==> src/rtl/pm_pkg.sv <==
package pm_pkg;

  localparam int unsigned OFF_W = 6;
  typedef logic [OFF_W-1:0] off_t;

  typedef enum logic [1:0] {
    SZ_BYTE = 2'd0,
    SZ_HALF = 2'd1,
    SZ_WORD = 2'd2,
    SZ_NONE = 2'd3
  } acc_size_e;

  // register window layout; adjacency of status/enable matters for splitting
  localparam off_t OFF_STS = 6'h00;
  localparam off_t OFF_EN  = 6'h02;
  localparam off_t OFF_CNT = 6'h04;
  localparam off_t OFF_TMR = 6'h08;
  localparam off_t OFF_GPE = 6'h20;
  localparam off_t OFF_SMI = 6'h30;

  localparam int unsigned BIT_TMR = 0;
  localparam int unsigned BIT_GLK = 5;
  localparam int unsigned BIT_PWR = 8;
  localparam int unsigned BIT_RTC = 10;
  localparam logic [15:0] SCI_MASK = (16'd1 << BIT_TMR) | (16'd1 << BIT_GLK) |
                                     (16'd1 << BIT_PWR) | (16'd1 << BIT_RTC);

  typedef struct packed {
    logic      vld;
    acc_size_e size;
    off_t      off;
    logic [31:0] data;
  } leaf_t;

  function automatic logic in_gpe(input off_t off, input int unsigned len);
    return (32'(off) >= 32'(OFF_GPE)) && (32'(off) < 32'(OFF_GPE) + len);
  endfunction

  function automatic logic is_native(input off_t off, input acc_size_e sz,
                                     input int unsigned len);
    case (sz)
      SZ_BYTE: return in_gpe(off, len);
      SZ_HALF: return (off == OFF_STS) || (off == OFF_EN) || (off == OFF_CNT);
      SZ_WORD: return (off == OFF_TMR) || (off == OFF_SMI);
      default: return 1'b0;
    endcase
  endfunction

  function automatic leaf_t mk_leaf(input acc_size_e sz, input off_t off,
                                    input logic [31:0] d);
    leaf_t l;
    l.vld  = 1'b1;
    l.size = sz;
    l.off  = off;
    l.data = d;
    return l;
  endfunction

  // first sub-result goes to the upper part
  function automatic logic [15:0] join_bytes(input logic [7:0] first,
                                             input logic [7:0] second);
    return {first, second};
  endfunction

endpackage

==> src/rtl/pm_access_split.sv <==
module pm_access_split
  import pm_pkg::*;
#(
  parameter int unsigned GPE_LEN = 8
) (
  input  logic              acc_vld_i,
  input  acc_size_e         size_i,
  input  off_t              off_i,
  input  logic [31:0]       wdata_i,
  output leaf_t [3:0]       leaf_o,
  input  logic [3:0][31:0]  leaf_rd_i,
  output logic [31:0]       rdata_o
);

  logic nat;
  logic split_word;
  logic split_half;
  off_t half_off [2];
  logic [15:0] half_val [2];

  assign nat        = is_native(off_i, size_i, GPE_LEN);
  assign split_word = !nat && (size_i == SZ_WORD);
  assign split_half = !nat && (size_i == SZ_HALF);
  assign half_off[0] = off_i;
  assign half_off[1] = off_i + off_t'(2);

  always_comb begin
    leaf_o = '0;
    if (acc_vld_i) begin
      if (split_word) begin
        for (int h = 0; h < 2; h++) begin
          if (is_native(half_off[h], SZ_HALF, GPE_LEN)) begin
            leaf_o[2*h] = mk_leaf(SZ_HALF, half_off[h], {16'h0, wdata_i[16*h +: 16]});
          end else begin
            leaf_o[2*h]   = mk_leaf(SZ_BYTE, half_off[h], {24'h0, wdata_i[16*h +: 8]});
            leaf_o[2*h+1] = mk_leaf(SZ_BYTE, half_off[h] + off_t'(1),
                                    {24'h0, wdata_i[16*h+8 +: 8]});
          end
        end
      end else if (split_half) begin
        leaf_o[0] = mk_leaf(SZ_BYTE, off_i, {24'h0, wdata_i[7:0]});
        leaf_o[1] = mk_leaf(SZ_BYTE, off_i + off_t'(1), {24'h0, wdata_i[15:8]});
      end else if (size_i != SZ_NONE) begin
        leaf_o[0] = mk_leaf(size_i, off_i, wdata_i);
      end
    end
  end

  for (genvar h = 0; h < 2; h++) begin : g_half
    assign half_val[h] = (leaf_o[2*h].size == SZ_HALF) ? leaf_rd_i[2*h][15:0]
                       : join_bytes(leaf_rd_i[2*h][7:0], leaf_rd_i[2*h+1][7:0]);
  end

  always_comb begin
    if (!acc_vld_i)      rdata_o = '0;
    else if (split_word) rdata_o = {half_val[0], half_val[1]};
    else if (split_half) rdata_o = {16'h0, join_bytes(leaf_rd_i[0][7:0], leaf_rd_i[1][7:0])};
    else                 rdata_o = leaf_rd_i[0];
  end

  logic unused_rd_bits;
  assign unused_rd_bits = ^{leaf_rd_i[1][31:8], leaf_rd_i[2][31:16], leaf_rd_i[3][31:8]};

endmodule

==> src/rtl/pm_timer.sv <==
module pm_timer #(
  parameter int unsigned TMR_W    = 32,
  parameter int unsigned FLAG_BIT = 23
) (
  input  logic             clk,
  input  logic             rst_n,
  input  logic             tick_i,
  output logic [TMR_W-1:0] cnt_o,
  output logic             flip_o
);

  logic [TMR_W-1:0] cnt_q;
  logic [TMR_W-1:0] cnt_inc;

  assign cnt_inc = cnt_q + TMR_W'(1);
  assign flip_o  = tick_i && (cnt_inc[FLAG_BIT] != cnt_q[FLAG_BIT]);
  assign cnt_o   = cnt_q;

  always_ff @(posedge clk or negedge rst_n) begin
    if (!rst_n)      cnt_q <= '0;
    else if (tick_i) cnt_q <= cnt_inc;
  end

  AST_TMR_HOLD: assert property (@(posedge clk) disable iff (!rst_n)
    !$past(tick_i) |-> $stable(cnt_q));

endmodule

==> src/rtl/pm_regs.sv <==
module pm_regs
  import pm_pkg::*;
#(
  parameter int unsigned GPE_LEN = 8
) (
  input  logic                   clk,
  input  logic                   rst_n,
  input  logic                   wr_i,
  input  leaf_t [3:0]            leaf_i,
  output logic [3:0][31:0]       leaf_rd_o,
  input  logic [31:0]            tmr_val_i,
  input  logic                   tmr_flip_i,
  input  logic                   pwrbtn_i,
  input  logic                   glk_i,
  input  logic                   rtc_i,
  input  logic [GPE_LEN*4-1:0]   gpe_evt_i,
  output logic                   sci_o
);

  localparam int unsigned GPE_HALF = GPE_LEN / 2;
  localparam int unsigned GPE_BITS = GPE_LEN * 4;

  logic [15:0] sts_q, en_q, cnt_q;
  logic [15:0] sts_clr, sts_set, en_d, cnt_d;
  logic [31:0] smi_q, smi_d;
  logic [GPE_BITS-1:0] gsts_q, gen_q, gclr, gen_d;

  always_comb begin
    sts_set          = '0;
    sts_set[BIT_TMR] = tmr_flip_i && en_q[BIT_TMR];
    sts_set[BIT_GLK] = glk_i;
    sts_set[BIT_PWR] = pwrbtn_i;
    sts_set[BIT_RTC] = rtc_i;
  end

  // write side: at most one leaf touches any given register byte
  always_comb begin
    int unsigned gidx;
    gidx    = 0;
    sts_clr = '0;
    en_d    = en_q;
    cnt_d   = cnt_q;
    smi_d   = smi_q;
    gclr    = '0;
    gen_d   = gen_q;
    if (wr_i) begin
      for (int k = 0; k < 4; k++) begin
        if (leaf_i[k].vld) begin
          case (leaf_i[k].size)
            SZ_HALF: begin
              if (leaf_i[k].off == OFF_STS) sts_clr = leaf_i[k].data[15:0];
              if (leaf_i[k].off == OFF_EN)  en_d    = leaf_i[k].data[15:0];
              if (leaf_i[k].off == OFF_CNT) cnt_d   = leaf_i[k].data[15:0];
            end
            SZ_WORD: begin
              if (leaf_i[k].off == OFF_SMI) smi_d = leaf_i[k].data;
            end
            SZ_BYTE: begin
              if (in_gpe(leaf_i[k].off, GPE_LEN)) begin
                gidx = 32'(leaf_i[k].off - OFF_GPE);
                if (gidx < GPE_HALF) gclr[gidx*8 +: 8] = leaf_i[k].data[7:0];
                else                 gen_d[(gidx-GPE_HALF)*8 +: 8] = leaf_i[k].data[7:0];
              end
            end
            default: ;
          endcase
        end
      end
    end
  end

  // read side: one value per leaf, merged by the splitter
  always_comb begin
    int unsigned ridx;
    ridx      = 0;
    leaf_rd_o = '0;
    for (int k = 0; k < 4; k++) begin
      if (leaf_i[k].vld) begin
        case (leaf_i[k].size)
          SZ_HALF: begin
            if (leaf_i[k].off == OFF_STS) leaf_rd_o[k] = {16'h0, sts_q};
            if (leaf_i[k].off == OFF_EN)  leaf_rd_o[k] = {16'h0, en_q};
            if (leaf_i[k].off == OFF_CNT) leaf_rd_o[k] = {16'h0, cnt_q};
          end
          SZ_WORD: begin
            if (leaf_i[k].off == OFF_TMR) leaf_rd_o[k] = tmr_val_i;
            if (leaf_i[k].off == OFF_SMI) leaf_rd_o[k] = smi_q;
          end
          SZ_BYTE: begin
            if (in_gpe(leaf_i[k].off, GPE_LEN)) begin
              ridx = 32'(leaf_i[k].off - OFF_GPE);
              if (ridx < GPE_HALF) leaf_rd_o[k] = {24'h0, gsts_q[ridx*8 +: 8]};
              else                 leaf_rd_o[k] = {24'h0, gen_q[(ridx-GPE_HALF)*8 +: 8]};
            end
          end
          default: ;
        endcase
      end
    end
  end

  always_ff @(posedge clk or negedge rst_n) begin
    if (!rst_n) begin
      sts_q  <= '0;
      en_q   <= '0;
      cnt_q  <= '0;
      smi_q  <= '0;
      gsts_q <= '0;
      gen_q  <= '0;
    end else begin
      sts_q  <= (sts_q & ~sts_clr) | sts_set;   // set wins over clear
      en_q   <= en_d;
      cnt_q  <= cnt_d;
      smi_q  <= smi_d;
      gsts_q <= (gsts_q & ~gclr) | gpe_evt_i;
      gen_q  <= gen_d;
    end
  end

  assign sci_o = |(sts_q & en_q & SCI_MASK);

  AST_PWR_SETS: assert property (@(posedge clk) disable iff (!rst_n)
    pwrbtn_i |=> sts_q[BIT_PWR]);
  AST_PWR_RISE_CAUSE: assert property (@(posedge clk) disable iff (!rst_n)
    $rose(sts_q[BIT_PWR]) |-> $past(pwrbtn_i));
  AST_TMR_FLAG_ARMED: assert property (@(posedge clk) disable iff (!rst_n)
    $rose(sts_q[BIT_TMR]) |-> $past(tmr_flip_i && en_q[BIT_TMR]));
  AST_SCI_NEEDS_EN: assert property (@(posedge clk) disable iff (!rst_n)
    sci_o |-> ((en_q & SCI_MASK) != 16'h0));
  AST_GPE_STICKY: assert property (@(posedge clk) disable iff (!rst_n)
    (gpe_evt_i != '0) |=> ((gsts_q & $past(gpe_evt_i)) == $past(gpe_evt_i)));

endmodule

==> src/rtl/pm_regblk.sv <==
module pm_regblk
  import pm_pkg::*;
#(
  parameter int unsigned ADDR_W       = 16,
  parameter int unsigned GPE_LEN      = 8,
  parameter int unsigned TMR_FLAG_BIT = 23
) (
  input  logic                  clk,
  input  logic                  rst_n,
  input  logic                  base_wr,
  input  logic [ADDR_W-1:0]     base_in,
  input  logic                  req_valid,
  input  logic                  req_write,
  input  logic [1:0]            req_size,
  input  logic [ADDR_W-1:0]     req_addr,
  input  logic [31:0]           req_wdata,
  output logic [31:0]           rsp_rdata,
  input  logic                  tick,
  input  logic                  pwrbtn_req,
  input  logic                  glk_evt,
  input  logic                  rtc_evt,
  input  logic [GPE_LEN*4-1:0]  gpe_evt,
  output logic                  sci
);

  localparam int unsigned TMR_W = 32;

  logic [ADDR_W-1:0] base_q;
  logic              hit;
  logic              acc_vld;
  acc_size_e         req_sz;
  off_t              req_off;
  leaf_t [3:0]       leaves;
  logic [3:0][31:0]  leaf_rd;
  logic [TMR_W-1:0]  tmr_val;
  logic              tmr_flip;

  always_ff @(posedge clk or negedge rst_n) begin
    if (!rst_n)       base_q <= '0;
    else if (base_wr) base_q <= {base_in[ADDR_W-1:OFF_W], {OFF_W{1'b0}}};
  end

  assign hit     = (base_q != '0) && (req_addr[ADDR_W-1:OFF_W] == base_q[ADDR_W-1:OFF_W]);
  assign acc_vld = req_valid && hit;
  assign req_sz  = acc_size_e'(req_size);
  assign req_off = req_addr[OFF_W-1:0];

  pm_access_split #(.GPE_LEN(GPE_LEN)) u_split (
    .acc_vld_i (acc_vld),
    .size_i    (req_sz),
    .off_i     (req_off),
    .wdata_i   (req_wdata),
    .leaf_o    (leaves),
    .leaf_rd_i (leaf_rd),
    .rdata_o   (rsp_rdata)
  );

  pm_timer #(.TMR_W(TMR_W), .FLAG_BIT(TMR_FLAG_BIT)) u_timer (
    .clk    (clk),
    .rst_n  (rst_n),
    .tick_i (tick),
    .cnt_o  (tmr_val),
    .flip_o (tmr_flip)
  );

  pm_regs #(.GPE_LEN(GPE_LEN)) u_regs (
    .clk        (clk),
    .rst_n      (rst_n),
    .wr_i       (req_write),
    .leaf_i     (leaves),
    .leaf_rd_o  (leaf_rd),
    .tmr_val_i  (tmr_val),
    .tmr_flip_i (tmr_flip),
    .pwrbtn_i   (pwrbtn_req),
    .glk_i      (glk_evt),
    .rtc_i      (rtc_evt),
    .gpe_evt_i  (gpe_evt),
    .sci_o      (sci)
  );

  logic unused_base_bits;
  assign unused_base_bits = ^base_in[OFF_W-1:0];

  AST_BASE0_NO_HIT: assert property (@(posedge clk) disable iff (!rst_n)
    (base_q == '0) |-> !hit);
  AST_NO_HIT_ZERO_READ: assert property (@(posedge clk) disable iff (!rst_n)
    !hit |-> (rsp_rdata == 32'h0));

endmodule

==> config.mk <==
export PLATFORM = sky130hd
export DESIGN_NAME = pm_regblk
export DESIGN_NICKNAME = d
export VERILOG_FILES = /design/src/rtl/pm_pkg.sv /design/src/rtl/pm_access_split.sv /design/src/rtl/pm_timer.sv /design/src/rtl/pm_regs.sv /design/src/rtl/pm_regblk.sv
export SDC_FILE = /design/constraint.sdc
export NUM_CORES = 1
export LEC_CHECK = 0
export ABC_AREA = 1
export BUFFER_PORTS_ARGS = -buffer_cell sky130_fd_sc_hd__buf_2
export CAP_MARGIN = 30
export CORE_MARGIN = 2
export CORE_UTILIZATION = 40
export CTS_CLUSTER_DIAMETER = 200
export DETAILED_ROUTE_END_ITERATION = 10
export GPL_TIMING_DRIVEN = 0
export PLACE_DENSITY = 0.54
export SLEW_MARGIN = 20
export SYNTH_ARGS = -nofsm -noshare
export SYNTH_HDL_FRONTEND = slang
export SYNTH_SLANG_ARGS = --single-unit
==> constraint.sdc <==
create_clock -name clk -period 9.2 [get_ports clk]
set_input_delay 1.84 -clock clk [delete_from_list [all_inputs] [get_ports clk]]
set_output_delay 1.84 -clock clk [all_outputs]
set_load 0.005 [all_outputs]
==> flow_summary.yaml, run 1 <==
floorplanning:
  die-area_um2: 58200
  number_of_top_level_pins: 140
  fp.dieW_um: 241
  fp.coreArea_um2: 55400
  placement_row_count: 86
  die_height_um: 241
  initial_core_util_pct: 40.6
setup_path:
  setup.reg_to_reg.worst_slack_ns: 2.50
  worst_setup_path_start_kind: "input pin"
  crit_fanout: 11
  endpoint_kind: "primary output"
  arrival_time_at_the_worst_endpoint_ns: 7.38
  timing.rr.end: "u_regs.gsts_q[27]"
  worstRegToRegCells: 26
  worst_ep_required_time_ns: 7.36
  timing_worst_setup_path_type: "in -> out"
  timing.critical_path.from: "req_addr[0]"
  r2r-start: "base_q[8]"
  worstSetupEndpoint: "rsp_rdata[5]"
yosys:
  post_synth_inst_count: 3811
  postSynth.asyncResetShare_pct: 100
  synthDominantCellAreaShare_pct: 20.7
  synthFlopType: "dfrtp_1"
  yosys_register_bits: 186
  yosys_warnings: 0
  synth.net_count: 4004
  seq_area_frac_synth_pct: 20.7
  yosys.cell_types.count: 75
  synth.avg_cell_area_um2: 5.91
  synth_enable_flop_cells: 0
  netlist_area_um2: 22500
  synthTopCellsByArea: "dfrtp_1, nand2_1, inv_1, nor2_1, o21ai_0"
  synth.largest_area_cell: "dfrtp_1"
sta:
  final_report_setup_violation_count: 1
  clock.fmax_mhz: 108
  grt_setup_unrepaired: "no"
  fin_crit_ns: 9.22
  worst_slack_ns: -0.0196
  worst_hold_slack_ns: 0.483
  max_slew.worst_pin.slew_ns: 1.12
  clock_skew_ns: 0.0134
  relSlewSlack_pct: 24.6
  tns_ns: -0.0196
  slew_viol_final: 0
  layout_worst_path_cycle_share_pct: 100
  hold_viol_final: 0
grt:
  use_met3_pct: 13.1
  global_route_wire_length_before_repair_um: 184000
  global_route.peak_usage_layer: "met2"
  first_global_vias: 26468
  global_route.usage.total_pct: 44.3
  grt_util_met2_pct: 63.7
  grt_antenna_before_repair: 4
  overflow: 0
  groute.layer.met1.usage_pct: 56.9
  maximum_number_of_pins_on_one_net_before_global_route_repair: 82
finish:
  layout.cells.most_common: "nand2_1"
  layout_common_cells: "nand2_1, inv_1, nor2_1"
  register_area_um2: 4650
  fill_cells: 6202
  final_layout_size_suffix_gt1_share_pct: 9.66
  finalCoreUtilization_pct: 45.3
  fin_cells: 4736
  syn_to_final_growth_pct: 11.4
  layout.nets: 4164
  multi_input_area_um2: 15300
drt:
  route.vias.total: 28938
  drt.antenna.violating_nets: 0
  drt_pre_antenna_iters: 6
  initialDrtViolationCount: 4006
  wirelength_um: 130000
  detail_route.drc_violations: 0
  avgViaCountPerCell: 6.11
  wl_per_cell_um: 27.4
hold_path:
  hold_path_startpoint: "u_regs.gsts_q[14]"
  hold_path_class: "reg -> reg"
pwr:
  worst_case_vdd_ir_drop_uv: 171
  power_per_cell_area_nw_per_um2: 90.6
  cellLeakagePower_nw: 12.2
cts:
  ctsHtreeMaxLevel: 4
  clk_pin_slew_worst_paths_ns: 0.08
  cts_sinks: 186
  ctsRootBufferMaster: "clkbuf_16"
  clock_tree.buffer_depth: 2
  cts_made_buffers: 17
  holdBufCountCts: 0
  clk_latency_ns: 0.54
  tritoncts: "done"
run:
  maxCapViolCount: 0
placement:
  place_inst: 4695
  dpl.hpwl_um: 106000
  place_congestion: 1.14
  place_worst_setup_slack_ns: -3.08
  port_buffers: 130
run_status:
  status: "complete, but fails checks"
  violations: "setup timing"
-- stage by stage --
step,power [mW],area (um2)
2_1_floorplan,1.18,22500
3_3_place_gp,1.40,24100
3_5_place_dp,1.40,24200
4_1_cts,2.25,25000
5_1_grt,2.34,25100
6_report,2.27,25100
-- metal layers --
metal	share of wire [%]	vias to the layer above
met5	0.014	-
met4	7.6	2
met3	12	428
met2	40	1939
met1	40	13471
li1	-	13098
-- worst min path at each step --
| stage | end | slack, ns | cells past startpoint |
|---|---|---|---|
| floorplan | u_regs.gsts_q[11] | 0.44 | 2 |
| global placement | u_regs.gsts_q[14] | 0.46 | 2 |
| detailed placement | u_regs.gsts_q[14] | 0.47 | 2 |
| CTS | u_regs.gsts_q[14] | 0.49 | 2 |
| global route | u_regs.smi_q[1] | 0.50 | 2 |
| finish | u_regs.gsts_q[14] | 0.48 | 2 |
-- area by class of cell --
type                            count  share of cell area, %
Buffer                            163                   2.90
Timing Repair Buffer              143                   3.24
Clock buffer                       17                   1.70
Inverter                          526                   7.90
Antenna cell                        4                 0.0399
Clock inverter                     15                  0.888
Sequential cell                   186                   18.6
Tap cell                          748                   3.73
Multi-Input combinational cell   2934                   61.1
-- cells by family (layout without fill, tap and decap cells) --
| group | after synthesis | in the layout | synth area share [%] |
|---|---|---|---|
| buffers and inverters | 692 | 864 | 11.9 |
| AO/OA/AOI/OAI | 816 | 816 | 21.5 |
| other | 0 | 4 | 0 |
| multiplexers | 2 | 2 | 0.100 |
| XOR/XNOR | 40 | 40 | 1.56 |
| AND/OR/NAND/NOR | 1989 | 1990 | 39.5 |
| adder cells (fa/ha/maj) | 86 | 86 | 4.78 |
| flip-flops | 186 | 186 | 20.7 |
-- flip-flops by register name, indices dropped and copies added (netlist names) --
signal / count
u_regs.gen_q: 32
u_regs.gsts_q: 32
u_regs.smi_q: 32
u_timer.cnt_o: 32
u_regs.cnt_q: 16
u_regs.en_q: 16
u_regs.sts_q: 16
base_q: 10
-- cells in the mapped netlist (13+ instances only) --
library cell	n
nor2_4	16
nor3_1	80
xor2_1	35
nor2_1	421
o221ai_1	34
nor4_1	21
nand3_1	286
inv_1	487
o22ai_1	43
o21ai_0	311
a31oi_1	33
nand2_1	956
dfrtp_1	186
o31ai_1	22
o21ai_1	27
clkbuf_1	126
nand2_2	13
nor2_2	15
buf_2	23
a21oi_1	183
ha_1	86
nand4_1	98
o211ai_1	60
nand3_2	13
a211oi_1	16
inv_2	28
-- worst max-delay path, stage by stage --
cell and delay (ns):
buf_2 0.14, inv_1 0.06, clkbuf_4 0.21, buf_4 0.23
buf_4 0.22, clkbuf_4 0.24, clkbuf_8 0.24, ha_1 0.26
nand4_1 0.09, nand2_1 0.06, nor2_2 0.17, nand3_4 0.23
inv_6 0.24, nand2_4 0.09, buf_2 0.28, nor2_4 0.39
clkinv_2 0.34, clkbuf_2 0.41, o21ai_0 0.30, o21ai_0 0.21
a21oi_1 0.30, or2_2 0.17, nand2_1 0.06, o2111ai_1 0.09
o21ai_0 0.25, buf_2 0.21
-- power breakdown --
group	internal, mW	switching (mW)	leakage, nW	total, mW
registers	0.875	0.0717	2.17	0.946
clock network	0.398	0.454	0.311	0.852
logic	0.131	0.343	9.67	0.474
-- timing repair --
item | 4_1_cts | 5_1_grt
gates resized for setup | 39 | 32
gates cloned | 1 | 0
setup endpoints to repair | 95 | 86
pin swaps | 6 | 2
setup buffers | 4 | 1
(Power assumes the default switching activity.)
==> run 2: changes to the inputs <==
--- a/config.mk
+++ b/config.mk
@@ -5,7 +5,6 @@
 export SDC_FILE = /design/constraint.sdc
 export NUM_CORES = 1
 export LEC_CHECK = 0
-export ABC_AREA = 1
 export BUFFER_PORTS_ARGS = -buffer_cell sky130_fd_sc_hd__buf_2
 export CAP_MARGIN = 30
 export CORE_MARGIN = 2
@@ -13,7 +12,7 @@
 export CTS_CLUSTER_DIAMETER = 200
 export DETAILED_ROUTE_END_ITERATION = 10
 export GPL_TIMING_DRIVEN = 0
-export PLACE_DENSITY = 0.54
+export PLACE_DENSITY = 0.55
 export SLEW_MARGIN = 20
 export SYNTH_ARGS = -nofsm -noshare
 export SYNTH_HDL_FRONTEND = slang
==> flow_summary.yaml, run 2 <==
pwr:
  cellLeakagePower_nw: 8.84
  worst_case_vdd_ir_drop_uv: 149
  design_power_total_mw: 2.19
  power_per_cell_area_nw_per_um2: 96.2
cts:
  clock_tree.buffer_depth: 2
  clk_latency_ns: 0.52
  holdBufCountCts: 0
  cts_made_buffers: 17
  ctsHtreeMaxLevel: 4
  clk_pin_slew_worst_paths_ns: 0.08
  tritoncts: "done"
  ctsRootBufferMaster: "clkbuf_16"
  cts_sinks: 186
yosys:
  main_combinational_cell_family_by_area_after_synthesis: "simple AND/OR/NAND/NOR gates"
  synth_simple_gate_area_share_pct: 30.5
  post_synth_xor_area_fraction_pct: 4.36
  post_synth_inst_count: 2704
  yosys-top-cells-count: "nand2_1, o21ai_0, nor2_1"
  synth_enable_flop_cells: 0
  netlist_area_um2: 20100
  most_common_cell_in_the_netlist: "nand2_1"
  synthFlopType: "dfrtp_1"
  synth.net_count: 2897
  synthDominantCellAreaShare_pct: 23.2
  synth.avg_cell_area_um2: 7.43
  yosys_warnings: 0
  postSynth.asyncResetShare_pct: 100
  synth.largest_area_cell: "dfrtp_1"
  muxShareOfSynthArea_pct: 7.24
  synth_compound_area_share_pct: 24.3
  synthTopCellsByArea: "dfrtp_1, nand2_1, o21ai_0, ha_1, mux2i_1"
  seq_area_frac_synth_pct: 23.2
  yosys.cell_types.count: 108
  yosys_register_bits: 186
  synthAdderAreaFrac_pct: 5.35
finish:
  final_layout_size_suffix_gt1_share_pct: 12.7
  layout_common_cells: "nand2_1, o21ai_0, nor2_1"
  antenna_cells: 0
  syn_to_final_growth_pct: 13.5
  layout.cell_area.non_filler_um2: 22800
  fill_cells: 5275
  layout.nets: 3068
  layout.cells.most_common: "nand2_1"
sta:
  worst_slack_ns: -0.0906
  slew_viol_final: 0
  max_slew.worst_pin.slew_ns: 1.13
  clock.fmax_mhz: 108
  relSlewSlack_pct: 23.8
  final_report_setup_violation_count: 1
  fin_crit_ns: 9.29
  layout_worst_path_cycle_share_pct: 101
  clock_skew_ns: 0.0165
  hold_viol_final: 0
floorplanning:
  fp.coreArea_um2: 49900
  die_height_um: 228
  placement_row_count: 82
  die-area_um2: 52100
  initial_core_util_pct: 40.3
  fp.dieW_um: 228
  number_of_top_level_pins: 140
hold_path:
  hold_path_class: "reg -> reg"
  hold_path_startpoint: "u_regs.smi_q[8]"
  min_path_cells: 2
  hold_end: "u_regs.smi_q[8]"
setup_path:
  cell_chain_of_the_critical_path: "buf_2 > xor2_1 > nor4_4 > nand2_2 > buf_2 > nor3_4 > nand2_1 > ha_1 > clkbuf_1 > nor4bb_4 > clkbuf_1 > clkbuf_1 > a22oi_1 > a211oi_1 > o21ai_0 > a211oi_1 > buf_2"
  endpoint_kind: "primary output"
  critical-path-max-stage-delay_ns: 0.66
  setup.reg_to_reg.worst_slack_ns: 1.56
  cp_slowest_cell: "a211oi_1"
  arrival_time_at_the_worst_endpoint_ns: 7.45
  worst_ep_required_time_ns: 7.36
  timing_worst_setup_path_type: "in -> out"
  worst_setup_path_start_kind: "input pin"
  timing.rr.end: "u_regs.gsts_q[29]"
  worstRegToRegCells: 23
  r2r-start: "base_q[13]"
  crit_fanout: 10
drt:
  wirelength_um: 112000
  initialDrtViolationCount: 3337
  drt.antenna.violating_nets: 0
  route.vias.total: 23981
  drt_pre_antenna_iters: 6
  avgViaCountPerCell: 6.74
  detail_route.drc_violations: 0
  wl_per_cell_um: 31.3
grt:
  global_route.usage.total_pct: 42.0
  first_global_vias: 22250
  maximum_number_of_pins_on_one_net_before_global_route_repair: 86
  global_route_wire_length_before_repair_um: 159000
  overflow: 0
  grt_antenna_before_repair: 6
run_status:
  violations: "setup timing"
  status: "complete, but fails checks"
placement:
  port_buffers: 115
  place_area_um2: 21900
  place_congestion: 1.04
  dpl.hpwl_um: 88900
run:
  maxCapViolCount: 0
run 2: changes by cell type after synthesis, sizes merged, moves of 98 or more:
cell,previous run,this run
inv,516,63
mux2i,0,98
nor2,454,225
nand2,974,408
o21ai,339,229
nand3,300,142
run 2: worst max path at each step:
stage	startpoint	end	slack (ns)	cells past startpoint
after floorplan	req_addr[0]	rsp_rdata[15]	0.63	25
after global placement	req_addr[0]	rsp_rdata[15]	-3.42	27
final	req_addr[10]	rsp_rdata[10]	-0.09	17
after detailed placement	req_addr[0]	rsp_rdata[13]	-2.78	26
after CTS	req_addr[0]	u_regs.gsts_q[15]	0.01	30
after global routing	req_addr[0]	rsp_rdata[14]	-0.006	24
run 2: metrics by stage:
step           instances  hold slack, ns  setup WS, ns  util [%]  setup TNS [ns]
2_1_floorplan       2704           0.442         0.627         -               0
3_3_place_gp        3491           0.463         -3.42      43.2         -267.73
3_5_place_dp        3519           0.471         -2.78      43.9         -190.42
4_1_cts             3557           0.488        0.0134      45.5               0
5_1_grt             3560           0.509      -0.00629      45.8         -0.0163
6_report            3560           0.484       -0.0906      45.8         -0.0906
run 2: cell families (layout without fill, tap and decap cells):
kind of cell | after synthesis | after routing
AO/OA/AOI/OAI | 738 | 738
XOR/XNOR | 90 | 90
adder cells (fa/ha/maj) | 86 | 86
buffers and inverters | 256 | 440
flip-flops | 186 | 186
multiplexers | 139 | 139
AND/OR/NAND/NOR | 1209 | 1209
run 2: metal layers:
layer / up-vias / GRT usage, % / wire, um
li1: 10382 / - / -
met1: 11545 / 57.3 / 46600
met2: 1681 / 59.0 / 43900
met3: 371 / 11.6 / 13300
met4: 2 / 24.3 / 7680
met5: - / 0 / 13
run 2: report_power, final:
part           internal, mW  switching, mW  total (mW)
registers             0.855         0.0767       0.932
logic                 0.141          0.280       0.421
clock network         0.398          0.444       0.842
run 2: final cells by class:
class / instances / area, um2 / share of cell area [%]
clock inverter: 15 / 209 / 0.916
timing repair buffer: 159 / 1010 / 4.44
inverter: 65 / 246 / 1.08
tap: 672 / 841 / 3.68
sequential: 186 / 4650 / 20.4
clock buffer: 17 / 425 / 1.86
buffer: 184 / 798 / 3.50
multi-input combinational: 2262 / 14600 / 64.1
run 2: worst max-delay path, delay by kind of cell:
kind	cells	cell delay, ns
buffers and inverters	6	1.84
AND/OR/NAND/NOR	5	1.53
XOR/XNOR	1	0.37
AO/OA/AOI/OAI	4	1.45
adder cells (fa/ha/maj)	1	0.41
run 2: repair_timing:
| action | CTS | global route |
|---|---|---|
| buffers inserted | 11 | 4 |
| setup endpoints to repair | 96 | 61 |
| cloned | 0 | 0 |
| pin swaps | 5 | 2 |
| gates resized for setup | 42 | 36 |
